`src/rtl/chb_pkg.sv`:
```
// Package for the command history buffer: default geometry shared by all modules.
// Assumes the depth is a power of two so that pointer arithmetic wraps naturally.
package chb_pkg;
    localparam int CHB_DEPTH = 32;
    localparam int CHB_WIDTH = 16;
endpackage

```
`src/rtl/chb_store.sv`:
```
// Slot store: DEPTH words of WIDTH bits with one write port and one
// asynchronous read port. All slots clear on the core reset so that
// unwritten slots read as zero.
module chb_store #(
    parameter int DEPTH = chb_pkg::CHB_DEPTH,
    parameter int WIDTH = chb_pkg::CHB_WIDTH,
    localparam int AW   = $clog2(DEPTH)
) (
    input  logic             clk,
    input  logic             rst_n,
    input  logic             we,
    input  logic [AW-1:0]    waddr,
    input  logic [WIDTH-1:0] wdata,
    input  logic [AW-1:0]    raddr,
    output logic [WIDTH-1:0] rdata
);
    logic [WIDTH-1:0] slots [DEPTH];

    // Write or clear each slot; every slot has its own enable.
    for (genvar i = 0; i < DEPTH; i++) begin : g_slot
        always_ff @(posedge clk) begin
            if (!rst_n)
                slots[i] <= '0;
            else if (we && waddr == AW'(i))
                slots[i] <= wdata;
        end
    end

    // Read mux for the readout side.
    assign rdata = slots[raddr];
endmodule

```
`src/rtl/chb_wptr.sv`:
```
// Write slot counter: advances modulo DEPTH on each capture.
// Assumes DEPTH is a power of two.
module chb_wptr #(
    parameter int DEPTH = chb_pkg::CHB_DEPTH,
    localparam int AW   = $clog2(DEPTH)
) (
    input  logic          clk,
    input  logic          rst_n,
    input  logic          adv,
    output logic [AW-1:0] wptr
);
    // Next-slot counter.
    always_ff @(posedge clk) begin
        if (!rst_n)
            wptr <= '0;
        else if (adv)
            wptr <= wptr + AW'(1);
    end

    // one capture moves the write slot by exactly one.
    p_wptr_step_r2: assert property (@(posedge clk) disable iff (!rst_n)
        adv |=> wptr == $past(wptr) + AW'(1));
    // no capture, no movement.
    p_wptr_hold_r2: assert property (@(posedge clk) disable iff (!rst_n)
        !adv |=> $stable(wptr));
endmodule

```
`src/rtl/chb_reader.sv`:
```
// Readout sequencer: snapshots the newest slot on a start request and
// walks backwards one slot per strobe until the requested count is used.
// Assumes DEPTH is a power of two; a length of 0 is ignored and a length
// above DEPTH is clamped to DEPTH.
module chb_reader #(
    parameter int DEPTH = chb_pkg::CHB_DEPTH,
    localparam int AW   = $clog2(DEPTH),
    localparam int LW   = AW + 1
) (
    input  logic          clk,
    input  logic          rst_n,
    input  logic          start,
    input  logic [LW-1:0] len,
    input  logic          strobe,
    input  logic [AW-1:0] wptr,
    output logic [AW-1:0] rptr,
    output logic          active
);
    logic [LW-1:0] remaining;
    logic [LW-1:0] eff_len;

    // Clamp the requested length to the depth.
    assign eff_len = (len > LW'(DEPTH)) ? LW'(DEPTH) : len;
    assign active  = (remaining != '0);

    // Load the snapshot on start, step back on each strobe while active.
    always_ff @(posedge clk) begin
        if (!rst_n) begin
            rptr      <= '0;
            remaining <= '0;
        end else if (start && eff_len != '0) begin
            rptr      <= wptr - AW'(1);
            remaining <= eff_len;
        end else if (strobe && active) begin
            rptr      <= rptr - AW'(1);
            remaining <= remaining - LW'(1);
        end
    end

    // a valid start points at the newest slot and activates the readout.
    p_load_newest_r3: assert property (@(posedge clk) disable iff (!rst_n)
        (start && len != '0) |=> (active && rptr == $past(wptr) - AW'(1)));
    // a strobe during a readout steps one slot older.
    p_step_back_r4: assert property (@(posedge clk) disable iff (!rst_n)
        (!start && strobe && active) |=> rptr == $past(rptr) - AW'(1));
    // an idle strobe changes nothing.
    p_idle_hold_r10: assert property (@(posedge clk) disable iff (!rst_n)
        (!(start && len != '0) && !active) |=> ($stable(rptr) && !active));
    // the remaining count never exceeds the depth.
    p_len_bound_r11: assert property (@(posedge clk) disable iff (!rst_n)
        remaining <= LW'(DEPTH));
endmodule

```
`src/rtl/cmd_history.sv`:
```
// Top of the recent command history buffer: captures each received command
// word into a circular store and reads the newest words back, newest first.
// Assumes only the core reset clears the store; there is no bus-side write.
module cmd_history #(
    parameter int DEPTH = chb_pkg::CHB_DEPTH,
    parameter int WIDTH = chb_pkg::CHB_WIDTH,
    localparam int AW   = $clog2(DEPTH),
    localparam int LW   = AW + 1
) (
    input  logic             clk,
    input  logic             rst_n,
    input  logic             cap_valid,
    input  logic [WIDTH-1:0] cap_word,
    input  logic             rd_start,
    input  logic [LW-1:0]    rd_len,
    input  logic             rd_strobe,
    output logic [WIDTH-1:0] rd_word,
    output logic             rd_active
);
    logic [AW-1:0]    wptr;
    logic [AW-1:0]    rptr;
    logic [WIDTH-1:0] slot_data;

    chb_wptr #(.DEPTH(DEPTH)) u_wptr (
        .clk   (clk),
        .rst_n (rst_n),
        .adv   (cap_valid),
        .wptr  (wptr)
    );

    chb_store #(.DEPTH(DEPTH), .WIDTH(WIDTH)) u_store (
        .clk   (clk),
        .rst_n (rst_n),
        .we    (cap_valid),
        .waddr (wptr),
        .wdata (cap_word),
        .raddr (rptr),
        .rdata (slot_data)
    );

    chb_reader #(.DEPTH(DEPTH)) u_reader (
        .clk    (clk),
        .rst_n  (rst_n),
        .start  (rd_start),
        .len    (rd_len),
        .strobe (rd_strobe),
        .wptr   (wptr),
        .rptr   (rptr),
        .active (rd_active)
    );

    // Present the walked slot only while a readout is running.
    assign rd_word = rd_active ? slot_data : '0;

    // a start with no concurrent capture presents the word captured just before it.
    p_newest_word_r3: assert property (@(posedge clk) disable iff (!rst_n)
        (cap_valid && !rd_start) ##1 (rd_start && rd_len != '0 && !cap_valid)
        |=> rd_word == $past(cap_word, 2));
endmodule

```
`config.mk`:
```
export PLATFORM = sky130hd
export DESIGN_NAME = cmd_history
export DESIGN_NICKNAME = d
export VERILOG_FILES = /design/src/rtl/chb_pkg.sv /design/src/rtl/chb_store.sv /design/src/rtl/chb_wptr.sv /design/src/rtl/chb_reader.sv /design/src/rtl/cmd_history.sv
export SDC_FILE = /design/constraint.sdc
export NUM_CORES = 1
export LEC_CHECK = 0
export BUFFER_PORTS_ARGS = -buffer_cell sky130_fd_sc_hd__buf_2
export CAP_MARGIN = 10
export CORE_UTILIZATION = 40
export DETAILED_ROUTE_END_ITERATION = 8
export PLACE_DENSITY = 0.61
export SLEW_MARGIN = 15
export SYNTH_ARGS = -nofsm -noshare
export SYNTH_HDL_FRONTEND = slang
export SYNTH_SLANG_ARGS = --single-unit
export TNS_END_PERCENT = 100
```
`constraint.sdc`:
```
create_clock -name clk -period 3.3 [get_ports clk]
set_input_delay 0.33 -clock clk [delete_from_list [all_inputs] [get_ports clk]]
set_output_delay 0.33 -clock clk [all_outputs]
set_load 0.02 [all_outputs]
```
==> impl_metrics.env, run 1 <==
export IMPL_hp_start="rd_len[5]"
export IMPL_worstPathRequired_ps=2970
export IMPL_worst_pin_slew_ps=907
export IMPL_rsz0062_at_grt="false"
export IMPL_fin_crit_sh_pct=98.5
export IMPL_cts_root_buffer_cell="clkbuf_16"
export IMPL_drive_gt1_share_pct=18.5
export IMPL_port_buffers=43
export IMPL_drt_iter0_drc=1531
export IMPL_core_sq_um=60800
export IMPL_fmax_ghz=0.308
export IMPL_clk_pin_slew_ps=60
export IMPL_areaGrowthSynthToFinish_pct=12.7
export IMPL_cp_start_kind="flop"
export IMPL_hpwlAfterDp_microns=40900
export IMPL_die_w_microns=251
export IMPL_ys_seq_elements=533
export IMPL_slew_viol_final=0
export IMPL_num_vias=14300
export IMPL_cap_violations=0
export IMPL_antenna_found_initial=2
export IMPL_final_setup_viol_count=0
export IMPL_synth_area_sq_um=24800
export IMPL_final_common_cell="and2_1"
export IMPL_period_minus_slack_ps=3250
export IMPL_endpoint_kind="output pin"
export IMPL_path_class="reg2out"
export IMPL_crit_arrival_ps=2920
export IMPL_avgSynthCellArea_sq_um=14.9
export IMPL_peakVddDrop_uv=416
export IMPL_max_slew_margin_pct=39.3
export IMPL_finalHoldViolations=0
export IMPL_drcViolationCount=0
export IMPL_gr_total_overflow=0
export IMPL_placed_area_sq_um=26100
export IMPL_cts_tree="done"
export IMPL_pin_count=44
export IMPL_dp_slack_ps=493
export IMPL_yosysWarnings=0
export IMPL_synth_cell_types=50
export IMPL_clock_latency_ps=620
export IMPL_firstDrtPassIters=5
export IMPL_synth_edf_count=512
export IMPL_reg2reg_slack_ps=900
export IMPL_timing_setup_tns_ps=0
export IMPL_synth_area_top_cells="edfxtp_1 62%, and2_1 13%, mux4_2 8.3%"
export IMPL_nFillCells=5278
export IMPL_finalPower_mw=16.1
export IMPL_stdcell_area_sq_um=27900
export IMPL_numCtsBuffers=56
export IMPL_start_util_pct=40.8
export IMPL_fin_ws_ps=50.0
export IMPL_clock_sinks=533
export IMPL_power_density_nw_per_um2=575
export IMPL_layout_common_cells="513 x and2_1, 512 x edfxtp_1, 91 x mux4_2, 91 x buf_4, 64 x mux2i_1"
export IMPL_hp_class="in2reg"
export IMPL_gp_congestion=0.827
export IMPL_synthesis_nets=1697
export IMPL_synth_ff_type="edfxtp_1"
export IMPL_detail_route_antenna_nets=0
export IMPL_r2r_start="u_wptr.wptr[2]"
export IMPL_critPathMaxFanout=11
export IMPL_yosys_area_top_type_share_pct=62.0
export IMPL_grt_pass1_vias=14300
export IMPL_wl_per_cell_microns=26.1
export IMPL_nets=1754
export IMPL_outcome="finished clean"
export IMPL_syn_instance_count=1660
export IMPL_wl_microns=66500
export IMPL_track_usage_pct=21.2
export IMPL_grt_max_degree=47
export IMPL_yosys_area_top_type="edfxtp_1"
export IMPL_synth_async_reset_ratio_pct=0
export IMPL_yosysSeqAreaShare_pct=63.7
export IMPL_row_count=90
export IMPL_via_per_inst=5.60
export IMPL_clockBufferDepth=3
export IMPL_die_area_sq_um=63000
export IMPL_p_leak_nw=10.2
export IMPL_cts_htree_levels=2
export IMPL_grt_pass1_wl_microns=97300
export IMPL_finClkSkew_ps=26.2
export IMPL_die_y_microns=251
-- registers in the layout, summed over array words and instances, names as in the netlist, named ones only --
register and cells:
u_reader.rptr 5, u_reader.remaining 6, u_wptr.wptr 5, u_store.slots 512
-- layout make-up --
type	instances	area (sq um)	area share, %
inverters	12	45.0	0.161
diodes	1	2.50	0.00895
clock buffers	70	1480	5.28
repair buffers	144	1090	3.90
flip-flops and latches	533	15800	56.6
well taps	782	978	3.50
multi-input cells	970	8260	29.6
clock inverters	34	292	1.04
-- timing repair --
item	4_1_cts	5_1_grt
gates resized for setup	2	7
hold buffers	1	0
hold endpoints to repair	1	0
setup endpoints to repair	15	12
buffers inserted	0	4
-- logic make-up after synthesis --
family          count (synthesis)  synth area share [%]
compound gates                135                  3.82
xor+xnor                       14                 0.494
fa+ha+maj                      10                 0.504
buf+inv                       157                  3.17
flops                         533                  63.7
mux                           177                  13.1
simple gates                  634                  15.2
-- worst paths after layout --
path | end | cells past startpoint
max | rd_word[9] | 6
min | u_reader.remaining[5] | 3
max reg2reg | u_store.slots[16][14] | 4
min reg2reg | u_reader.rptr[3] | 2
-- cells in the mapped netlist (all sizes together), types with 9 or more instances --
master / n
nor2: 38
a21oi: 11
o21ai: 38
edfxtp: 512
mux4: 112
and2: 513
a22oi: 16
dfxtp: 21
a221o: 16
a221oi: 12
and3: 9
xor2: 9
buf: 41
inv: 11
mux2i: 65
ha: 10
clkbuf: 104
nand2: 44
a31oi: 18
-- power by group --
| part | switching (mW) | internal [mW] | total (mW) |
|---|---|---|---|
| sequential | 0.135 | 7.67 | 7.81 |
| combinational | 1.27 | 0.802 | 2.07 |
| clock | 2.64 | 3.54 | 6.19 |
| total | 4.05 | 12.0 | 16.1 |
-- worst max-delay path, stage by stage (launching register included) --
cell and delay (ps):
dfxtp_4 470, buf_4 230, mux4_2 560, mux2i_1 520, a221o_1 280, a31oi_1 50, buf_2 200
-- through the flow --
stage                     instances  utilization, %  hold WS [ps]
after global routing           2545            46.0          43.2
after global placement         2436            42.9           524
after detailed placement       2436            42.9           528
after floorplan                1660               -           488
final                          2546            46.0          38.1
after CTS                      2541            45.9          11.5
-- routing by layer --
| metal | routed length, microns | part of all wire, % | vias to the layer above | global-route usage [%] |
|---|---|---|---|---|
| met5 | 0 | 0 | - | 0 |
| met4 | 1310 | 2.0 | 0 | 5.56 |
| met3 | 5480 | 8.2 | 72 | 3.71 |
| met2 | 30400 | 46 | 582 | 32.3 |
| met1 | 29300 | 44 | 7346 | 31.3 |
| li1 | - | - | 6258 | - |
Note: power is estimated with default switching activity, not from simulation.
==> inputs of run 2 (changes only) <==
--- a/config.mk
+++ b/config.mk
@@ -10,6 +10,7 @@
 export CORE_UTILIZATION = 40
 export DETAILED_ROUTE_END_ITERATION = 8
 export PLACE_DENSITY = 0.61
+export RECOVER_POWER = 100
 export SLEW_MARGIN = 15
 export SYNTH_ARGS = -nofsm -noshare
 export SYNTH_HDL_FRONTEND = slang
==> impl_metrics.env, run 2 (synthesis gave the netlist of run 1 again) <==
export IMPL_worstPathRequired_ps=2970
export IMPL_clock_latency_ps=620
export IMPL_placed_area_sq_um=26100
export IMPL_cts_htree_levels=2
export IMPL_die_area_sq_um=63000
export IMPL_stdcell_area_sq_um=27700
export IMPL_pin_count=44
export IMPL_layout_common_cells="512 x edfxtp_1, 269 x and2_1, 244 x and2_0"
export IMPL_final_setup_viol_count=0
export IMPL_gp_congestion=0.827
export IMPL_largestRegisters="u_store.slots (512), u_reader.remaining (6)"
export IMPL_path_class="reg2out"
export IMPL_core_sq_um=60800
export IMPL_track_usage_pct=21.2
export IMPL_hp_class="in2reg"
export IMPL_port_buffers=43
export IMPL_timing_setup_tns_ps=0
export IMPL_clock_sinks=533
export IMPL_grt_max_degree=47
export IMPL_switchingPower_mw=4.04
export IMPL_cts_root_buffer_cell="clkbuf_16"
export IMPL_max_slew_margin_pct=6.20
export IMPL_p_leak_nw=9.75
export IMPL_worst_pin_slew_ps=1410
export IMPL_fin_crit_sh_pct=98.5
export IMPL_wl_per_cell_microns=26.1
export IMPL_power_share_switching_pct=25.2
export IMPL_nets=1754
export IMPL_intPower_mw=12.0
export IMPL_p_seq_share_pct=48.7
export IMPL_numCtsBuffers=56
export IMPL_detail_route_antenna_nets=0
export IMPL_gr_total_overflow=0
export IMPL_clk_pin_slew_ps=60
export IMPL_row_count=90
export IMPL_nFillCells=5338
export IMPL_via_per_inst=5.59
export IMPL_clockBufferDepth=3
export IMPL_final_seq_area_sq_um=15800
export IMPL_drt_iter0_drc=1580
export IMPL_largest_reg_flops=512
export IMPL_regMostFlops="u_store.slots"
export IMPL_start_util_pct=40.8
export IMPL_grt_pass1_wl_microns=97300
export IMPL_finClkSkew_ps=27.2
export IMPL_p_comb_share_pct=12.7
export IMPL_die_y_microns=251
export IMPL_cts_tree="done"
export IMPL_rsz0062_at_grt="false"
export IMPL_hpwlAfterDp_microns=40900
export IMPL_num_vias=14200
export IMPL_power_density_nw_per_um2=579
export IMPL_areaGrowthSynthToFinish_pct=11.6
export IMPL_die_w_microns=251
export IMPL_cp_start_kind="flop"
export IMPL_drcViolationCount=0
export IMPL_firstDrtPassIters=5
export IMPL_critPathMaxFanout=29
export IMPL_peakVddDrop_uv=414
export IMPL_multi_input_area_sq_um=8210
export IMPL_wl_microns=66500
export IMPL_clock_power_share_pct=38.5
export IMPL_finalHoldViolations=0
export IMPL_cap_violations=0
export IMPL_fmax_ghz=0.308
export IMPL_slew_viol_final=0
export IMPL_outcome="finished clean"
export IMPL_grt_pass1_vias=14300
export IMPL_antenna_found_initial=2
export IMPL_final_common_cell="edfxtp_1"
export IMPL_endpoint_kind="output pin"
export IMPL_period_minus_slack_ps=3250
export IMPL_drive_gt1_share_pct=14.7
export IMPL_crit_arrival_ps=2920
## run 2: cell count changes in the layout (fill, tap and decap cells not counted), sizes merged
cell / delta
buf: -68
clkbuf: +68
## run 2: routing by layer
layer  vias to the layer above  share of wire (%)  GRT usage (%)
li1                       6256                  -              -
met1                      7287                 44           31.3
met2                       611                 46           32.3
met3                        74                8.6           3.71
met4                         0                1.8           5.56
met5                         -                  0              0
## run 2: worst max-delay path, stage by stage, from the launching register on
cell	delay [ps]
dfxtp_4	470
buf_16	260
mux4_2	580
mux2i_2	330
a221o_1	350
a31oi_1	100
buf_2	190
## run 2: what timing repair did
action                                 CTS  global route
endpoints found under the hold margin    1             0
setup endpoints to repair               15            12
hold buffers                             1             0
buffers inserted                         0             4
resized for setup                        2             7
## run 2: final timing paths
check	start	endpoint	slack, ps	cells after the start
hold / removal	rd_len[3]	u_reader.remaining[3]	20	3
setup reg to reg	u_wptr.wptr[2]	u_store.slots[17][13]	230	5
setup / recovery	flop	rd_word[0]	50	6
hold reg to reg	u_reader.rptr[3]	u_reader.rptr[3]	540	2
## run 2: power by group through the flow
stage	logic (mW)	registers, mW	clock network [mW]
final	2.04	7.81	6.18
after detailed placement	2.05	7.95	0
after global routing	2.15	7.84	6.53
after floorplan	1.32	7.87	0
after CTS	2.06	7.81	6.28
after global placement	2.04	7.94	0
## run 2: cell type report
class | instances | share of cell area, %
diodes | 1 | 0.00904
clock buffers | 70 | 5.33
clock inverters | 34 | 1.05
inverters | 12 | 0.163
multi-input cells | 970 | 29.7
flip-flops and latches | 533 | 57.1
well taps | 782 | 3.53
repair buffers | 144 | 3.13
## run 2: metrics by stage
step | util [%] | setup WS [ps] | hold WS [ps] | power (mW) | instances
floorplan | - | 813 | 488 | 9.19 | 1660
global placement | 42.9 | 526 | 524 | 9.98 | 2436
detailed placement | 42.9 | 493 | 528 | 10.0 | 2436
CTS | 45.9 | 3.61 | 11.5 | 16.2 | 2541
global route | 45.5 | 7.82 | 32.6 | 16.5 | 2545
finish | 45.5 | 48.0 | 19.0 | 16.0 | 2546
